--- src/rtl/ditherPkg.sv ---
package ditherPkg;

  typedef struct packed {
    logic load;   // capture a new pixel this edge
    logic emit;   // a slot of the current pixel is due this edge
  } ditherCtl_t;

  // Rounded slot count for a component value: (v*slots)/maxValue, half up.
  function automatic int slotLevel(int value, int maxValue, int slots);
    return (value * 2 * slots + maxValue) / (2 * maxValue);
  endfunction

endpackage

--- src/rtl/ditherCtrl.sv ---
module ditherCtrl
  import ditherPkg::*;
#(
  parameter int SLOTS = 8
) (
  input  logic       clk,
  input  logic       rstN,
  input  logic       pixStrobe,
  output ditherCtl_t ctl
);

  localparam int CNT_W = $clog2(SLOTS + 1);
  localparam logic [CNT_W-1:0] IDLE = CNT_W'(SLOTS);

  logic [CNT_W-1:0] slotCnt;

  always_ff @(posedge clk or negedge rstN) begin
    if (!rstN) begin
      slotCnt <= IDLE;
    end else if (pixStrobe) begin
      slotCnt <= '0;
    end else if (slotCnt != IDLE) begin
      slotCnt <= slotCnt + 1'b1;
    end
  end

  always_comb begin
    ctl.load = pixStrobe;
    ctl.emit = (slotCnt != IDLE);
  end

endmodule

--- src/rtl/ditherPath.sv ---
module ditherPath
  import ditherPkg::*;
#(
  parameter int COMP_W   = 6,
  parameter int SLOTS    = 8,
  parameter int CHANNELS = 3
) (
  input  logic                       clk,
  input  logic                       rstN,
  input  ditherCtl_t                 ctl,
  input  logic [CHANNELS*COMP_W-1:0] pixIn,
  input  logic                       ditherOn,
  input  logic                       blank,
  output logic [CHANNELS-1:0]        dOut
);

  localparam int ACC_W = $clog2(SLOTS);
  localparam int LVL_W = ACC_W + 1;
  localparam int MAXV  = (1 << COMP_W) - 1;

  for (genvar ch = 0; ch < CHANNELS; ch++) begin : gChan
    logic [COMP_W-1:0] comp;
    logic [LVL_W-1:0]  lvlNew;
    logic [LVL_W-1:0]  lvlReg;
    logic [ACC_W-1:0]  accReg;
    logic [LVL_W-1:0]  sum;
    logic              outBit;

    assign comp = pixIn[ch*COMP_W +: COMP_W];

    always_comb begin
      if (ditherOn) begin
        lvlNew = LVL_W'(slotLevel(int'(comp), MAXV, SLOTS));
      end else begin
        lvlNew = comp[COMP_W-1] ? LVL_W'(SLOTS) : '0;
      end
    end

    // Carry out of the accumulator marks a high slot.
    assign sum = {1'b0, accReg} + lvlReg;

    always_ff @(posedge clk or negedge rstN) begin
      if (!rstN) begin
        lvlReg <= '0;
        accReg <= '0;
        outBit <= 1'b0;
      end else begin
        outBit <= ctl.emit & ~blank & sum[ACC_W];
        if (ctl.load) begin
          lvlReg <= lvlNew;
          accReg <= '0;
        end else if (ctl.emit) begin
          accReg <= sum[ACC_W-1:0];
        end
      end
    end

    assign dOut[ch] = outBit;
  end

endmodule

--- src/rtl/oneBitDither.sv ---
module oneBitDither
  import ditherPkg::*;
#(
  parameter int COMP_W = 6,
  parameter int SLOTS  = 8
) (
  input  logic              clk,
  input  logic              rstN,
  input  logic              pixStrobe,
  input  logic [COMP_W-1:0] pixR,
  input  logic [COMP_W-1:0] pixG,
  input  logic [COMP_W-1:0] pixB,
  input  logic              blank,
  input  logic              ditherOn,
  output logic              outR,
  output logic              outG,
  output logic              outB
);

  localparam int CHANNELS = 3;

  ditherCtl_t          ctl;
  logic [CHANNELS-1:0] dOut;

  ditherCtrl #(.SLOTS(SLOTS)) ctrl_i (
    .clk      (clk),
    .rstN     (rstN),
    .pixStrobe(pixStrobe),
    .ctl      (ctl)
  );

  ditherPath #(.COMP_W(COMP_W), .SLOTS(SLOTS), .CHANNELS(CHANNELS)) path_i (
    .clk     (clk),
    .rstN    (rstN),
    .ctl     (ctl),
    .pixIn   ({pixB, pixG, pixR}),
    .ditherOn(ditherOn),
    .blank   (blank),
    .dOut    (dOut)
  );

  assign outR = dOut[0];
  assign outG = dOut[1];
  assign outB = dOut[2];

endmodule

--- config.mk ---
export PLATFORM = sky130hd
export DESIGN_NAME = oneBitDither
export DESIGN_NICKNAME = d
export VERILOG_FILES = /design/src/rtl/ditherPkg.sv /design/src/rtl/ditherCtrl.sv /design/src/rtl/ditherPath.sv /design/src/rtl/oneBitDither.sv
export SDC_FILE = /design/constraint.sdc
export NUM_CORES = 1
export LEC_CHECK = 0
export CAP_MARGIN = 0
export CORE_MARGIN = 2
export CORE_UTILIZATION = 50
export CTS_BUF_LIST = sky130_fd_sc_hd__clkbuf_16
export DETAILED_ROUTE_END_ITERATION = 6
export HOLD_SLACK_MARGIN = 0.06
export PLACE_DENSITY = 0.73
export SYNTH_ARGS = -nofsm -noshare
export SYNTH_HDL_FRONTEND = slang
export SYNTH_SLANG_ARGS = --single-unit
--- constraint.sdc ---
create_clock -name clk -period 1.6 [get_ports clk]
set_clock_uncertainty 0.2 [all_clocks]
set_input_delay 0.32 -clock clk [delete_from_list [all_inputs] [get_ports clk]]
set_output_delay 0.32 -clock clk [all_outputs]
set_load 0.02 [all_outputs]
==> impl_metrics.tcl <==
set metrics [dict create \
    status "finished, violations left" \
    violations "setup timing" \
    synthXorXnorAreaFrac_pct 9.63 \
    grt_pass1_vias 4110 \
    synth_fp_nets 437 \
    worst_slew_pin_slew_ns 0.536 \
    grt_max_degree 29 \
    irDropWorstVdd_mv 1.29 \
    crit_start "pixB[1]" \
    drv_slew 0 \
    cts_buffer_depth 2 \
    synth-main-ff-cell "dfrtp_1" \
    rsz0062_at_grt "yes" \
    overflow 0 \
    synth_top_family_by_area "compound AO/OA/AOI/OAI gates" \
    core-area_mm2 0.00624 \
    synth_largest_area_cell "dfrtp_1" \
    synth_edf_count 0 \
    worstPathRequired_ns 1.58 \
    cp_max_fo 4 \
    reg2reg_depth 6 \
    crit_type "input port to register" \
    drtAntennaViolNets 0 \
    root_buffer "clkbuf_16" \
    crit_path_end "path_i.gChan[2].lvlReg[0]" \
    yosysSeqAreaShare_pct 22.1 \
    die_w_um 83.6 \
    synth_fa_ha_area_share_pct 12.2 \
    clk_pin_slew_ns 0.07 \
    pre_cts_ws_ns -2.31 \
    synthCells 385 \
    post_synth_num_cell_types 70 \
    hold_path_class "input port to asynchronous set/reset pin" \
    numCtsBuffers 3 \
    die-area_mm2 0.00699 \
    p_per_area_mw_per_mm2 656 \
    drive_above_1_share_pct 52.3 \
    cp_slowest_stage_delay_ns 0.45 \
    synth_compound_area_share_pct 24.9 \
    cellLeakagePower_nw 2.49 \
    wl_per_cell_um 22.1 \
    cp-start-kind "input port" \
    postCtsHoldBufs 0 \
    yosys_warnings 0 \
    io_buffers 25 \
    routed_via_density 6.46 \
    syn_area_mm2 0.00317 \
    grt_pass1_wl_mm 19.4 \
    antenna_found_initial 0 \
    start_util_pct 50.8 \
    cts_num_sinks 28 \
    yosys.area.top_type_share_pct 21.3 \
    drtIter0Drc 480 \
    r2r-end "path_i.gChan[0].accReg[2]" \
    synth.mux.area_fraction_pct 4.06 \
    synthSimpleGateAreaFrac_pct 19.9 \
    hold_ws_ns 0.207 \
    arrival_ns 3.59 \
    ff2ff_setup_slack_ns -0.15 \
    fill_cells 265 \
    row_count 29 \
    io_pins 26 \
    finalHoldViolations 0 \
    vias 4138 \
    setup_ws_ns -2.00 \
    crit_slowest_cell "a211oi_4" \
    postSynth.asyncResetShare_pct 100 \
    cts_htree_levels 1 \
    setup_viol 23 \
    period_share_pct 225 \
    utilization_pct 88.3 \
    route.detailed.drc 0 \
    cts_tree "yes" \
    synth.top_cells.by_area "dfrtp_1 (21%), ha_1 (10%), xnor2_1 (4.7%)" \
    track_usage_pct 33.6 \
    fin_crit_ns 3.60 \
    cap_violations 0 \
    drt-pass1-iter-count 5 \
    slew_headroom_pct 64.0 \
    area_growth_pct 73.7 \
    gp_congestion 0.889 \
    routed_wl_mm 14.2 \
    hpwl_mm 6.55 \
    ys_ff_latch 28 \
    fp.dieH_um 83.6 \
    endpoint_kind "register" \
    fmax_mhz 277 \
    r2r_start "path_i.gChan[0].lvlReg[0]" \
    final_area_mm2 0.00551 \
    path_cells "buf_8, buf_6, o21ai_4, nand4_1, buf_4, a211oi_4, nor2_2, mux2_4, ha_4, nand3_2, nor3_2, a21oi_2, ha_1, nand3b_1, xor2_1, and3_1, a31oi_1" \
    dpl_cell_area_mm2 0.00459 \
    avgSynthCellArea_um2 8.24 \
    fin_nets 617 \
    diodes 0 \
    clock_latency_ns 0.27 \
]
-- how the worst min path moves through the flow --
stage                         startpoint                         to  slack [ns]
5_1_grt                             rstN  path_i.gChan[2].lvlReg[1]        0.24
6_report                            rstN  path_i.gChan[2].lvlReg[0]        0.21
3_3_place_gp   path_i.gChan[0].accReg[0]  path_i.gChan[0].accReg[0]        0.31
2_1_floorplan                       rstN          ctrl_i.slotCnt[0]       -0.18
4_1_cts                             rstN  path_i.gChan[2].accReg[0]        0.22
3_5_place_dp   path_i.gChan[2].accReg[2]  path_i.gChan[2].accReg[2]        0.32
-- placed cells by master, fill, tap and decap left out, types with 4 or more instances in the layout --
cell	Yosys	routed
buf_8	0	5
nand2_1	30	25
buf_4	0	138
ha_4	0	9
xnor2_2	1	7
inv_2	0	4
dfrtp_1	27	27
ha_2	0	6
a31oi_1	6	4
ha_1	26	11
dlygate4sd2_1	0	7
xor2_1	16	15
a21oi_2	1	10
nand4_1	5	5
a21o_1	5	5
buf_6	1	27
nand2_2	0	5
o21ai_0	10	9
nand3b_1	5	5
nand3_1	11	8
inv_1	38	28
nor3_1	10	9
xnor2_1	17	10
buf_2	6	6
clkdlybuf4s50_1	0	4
nor2_1	27	22
mux2_4	0	4
a21oi_1	24	15
nand2b_1	9	6
-- synth_stat cells (4+ instances only) --
library cell / n
nand3b_1: 5
mux2i_1: 5
a211oi_1: 5
nor3b_1: 5
nand4_1: 5
nor2_1: 27
mux2_2: 7
o21ai_0: 10
a31oi_1: 6
nand2b_1: 9
clkbuf_1: 10
a21o_1: 5
or3_1: 4
nand3_1: 11
xnor2_1: 17
inv_1: 38
a21oi_1: 24
nand2_1: 30
nor2b_1: 4
o22ai_1: 4
dfrtp_1: 27
ha_1: 26
xor2_1: 16
nor3_1: 10
buf_2: 6
o32ai_1: 4
-- through the flow --
stage          total power, W  cells  setup TNS (ns)
6_report              0.00361    641          -14.96
3_3_place_gp          0.00229    588          -19.85
3_5_place_dp          0.00236    588          -20.99
2_1_floorplan         0.00177    385          -12.74
5_1_grt               0.00373    641          -15.94
4_1_cts               0.00317    631          -11.96
-- worst max-delay path: cells and delay by family --
family | cells | cell delay, ns
xor gates and xnor gates | 1 | 0.20
muxes | 1 | 0.30
and+or+nand+nor | 6 | 0.87
buffers and inverters | 3 | 0.43
adders and majority gates | 2 | 0.45
AOI/OAI and AO/OA | 4 | 1.02
-- cells by family (layout without fill, tap and decap cells) --
kind of cell	Yosys count	in the layout
buffers and inverters	56	234
adder cells (fa/ha/maj)	29	29
XOR/XNOR	34	34
AO/OA/AOI/OAI	102	102
AND/OR/NAND/NOR	124	125
flip-flops	28	28
multiplexers	12	12
-- state kept, by name, indices dropped and copies added (netlist names) --
signal,cells
path_i.gChan.lvlReg,12
ctrl_i.slotCnt,4
path_i.gChan.accReg,9
path_i.gChan.outBit,3
-- area by class of cell --
type / count / area (um2) / share of cell area [%]
clock inverters: 1 / 3.75 / 0.0682
flip-flops and latches: 28 / 702 / 12.7
inverters: 38 / 175 / 3.18
repair buffers: 192 / 1610 / 29.3
clock buffers: 3 / 75.1 / 1.36
multi-input cells: 302 / 2840 / 51.6
well taps: 77 / 96.3 / 1.75
-- what timing repair did --
action | 4_1_cts | 5_1_grt
pin swaps | 60 | 49
resized for setup | 150 | 43
setup endpoints to repair | 24 | 25
buffers inserted | 52 | 15
gates cloned | 0 | 2
-- layer usage --
metal	vias to the layer above	GRT usage, %	routed length [um]
li1	1752	-	-
met1	1950	36.5	5080
met2	330	60.3	6770
met4	0	21.6	1110
met3	106	5.14	1220
met5	-	0	0
-- where the power goes --
group	switching [W]	internal [W]	leakage, nW
clock	0.000276	0.000337	0.0385
sequential	0.000101	0.000818	0.360
combinational	0.00104	0.00103	2.09
total	0.00142	0.00219	2.49
Note: power is estimated with default switching activity, not from simulation.
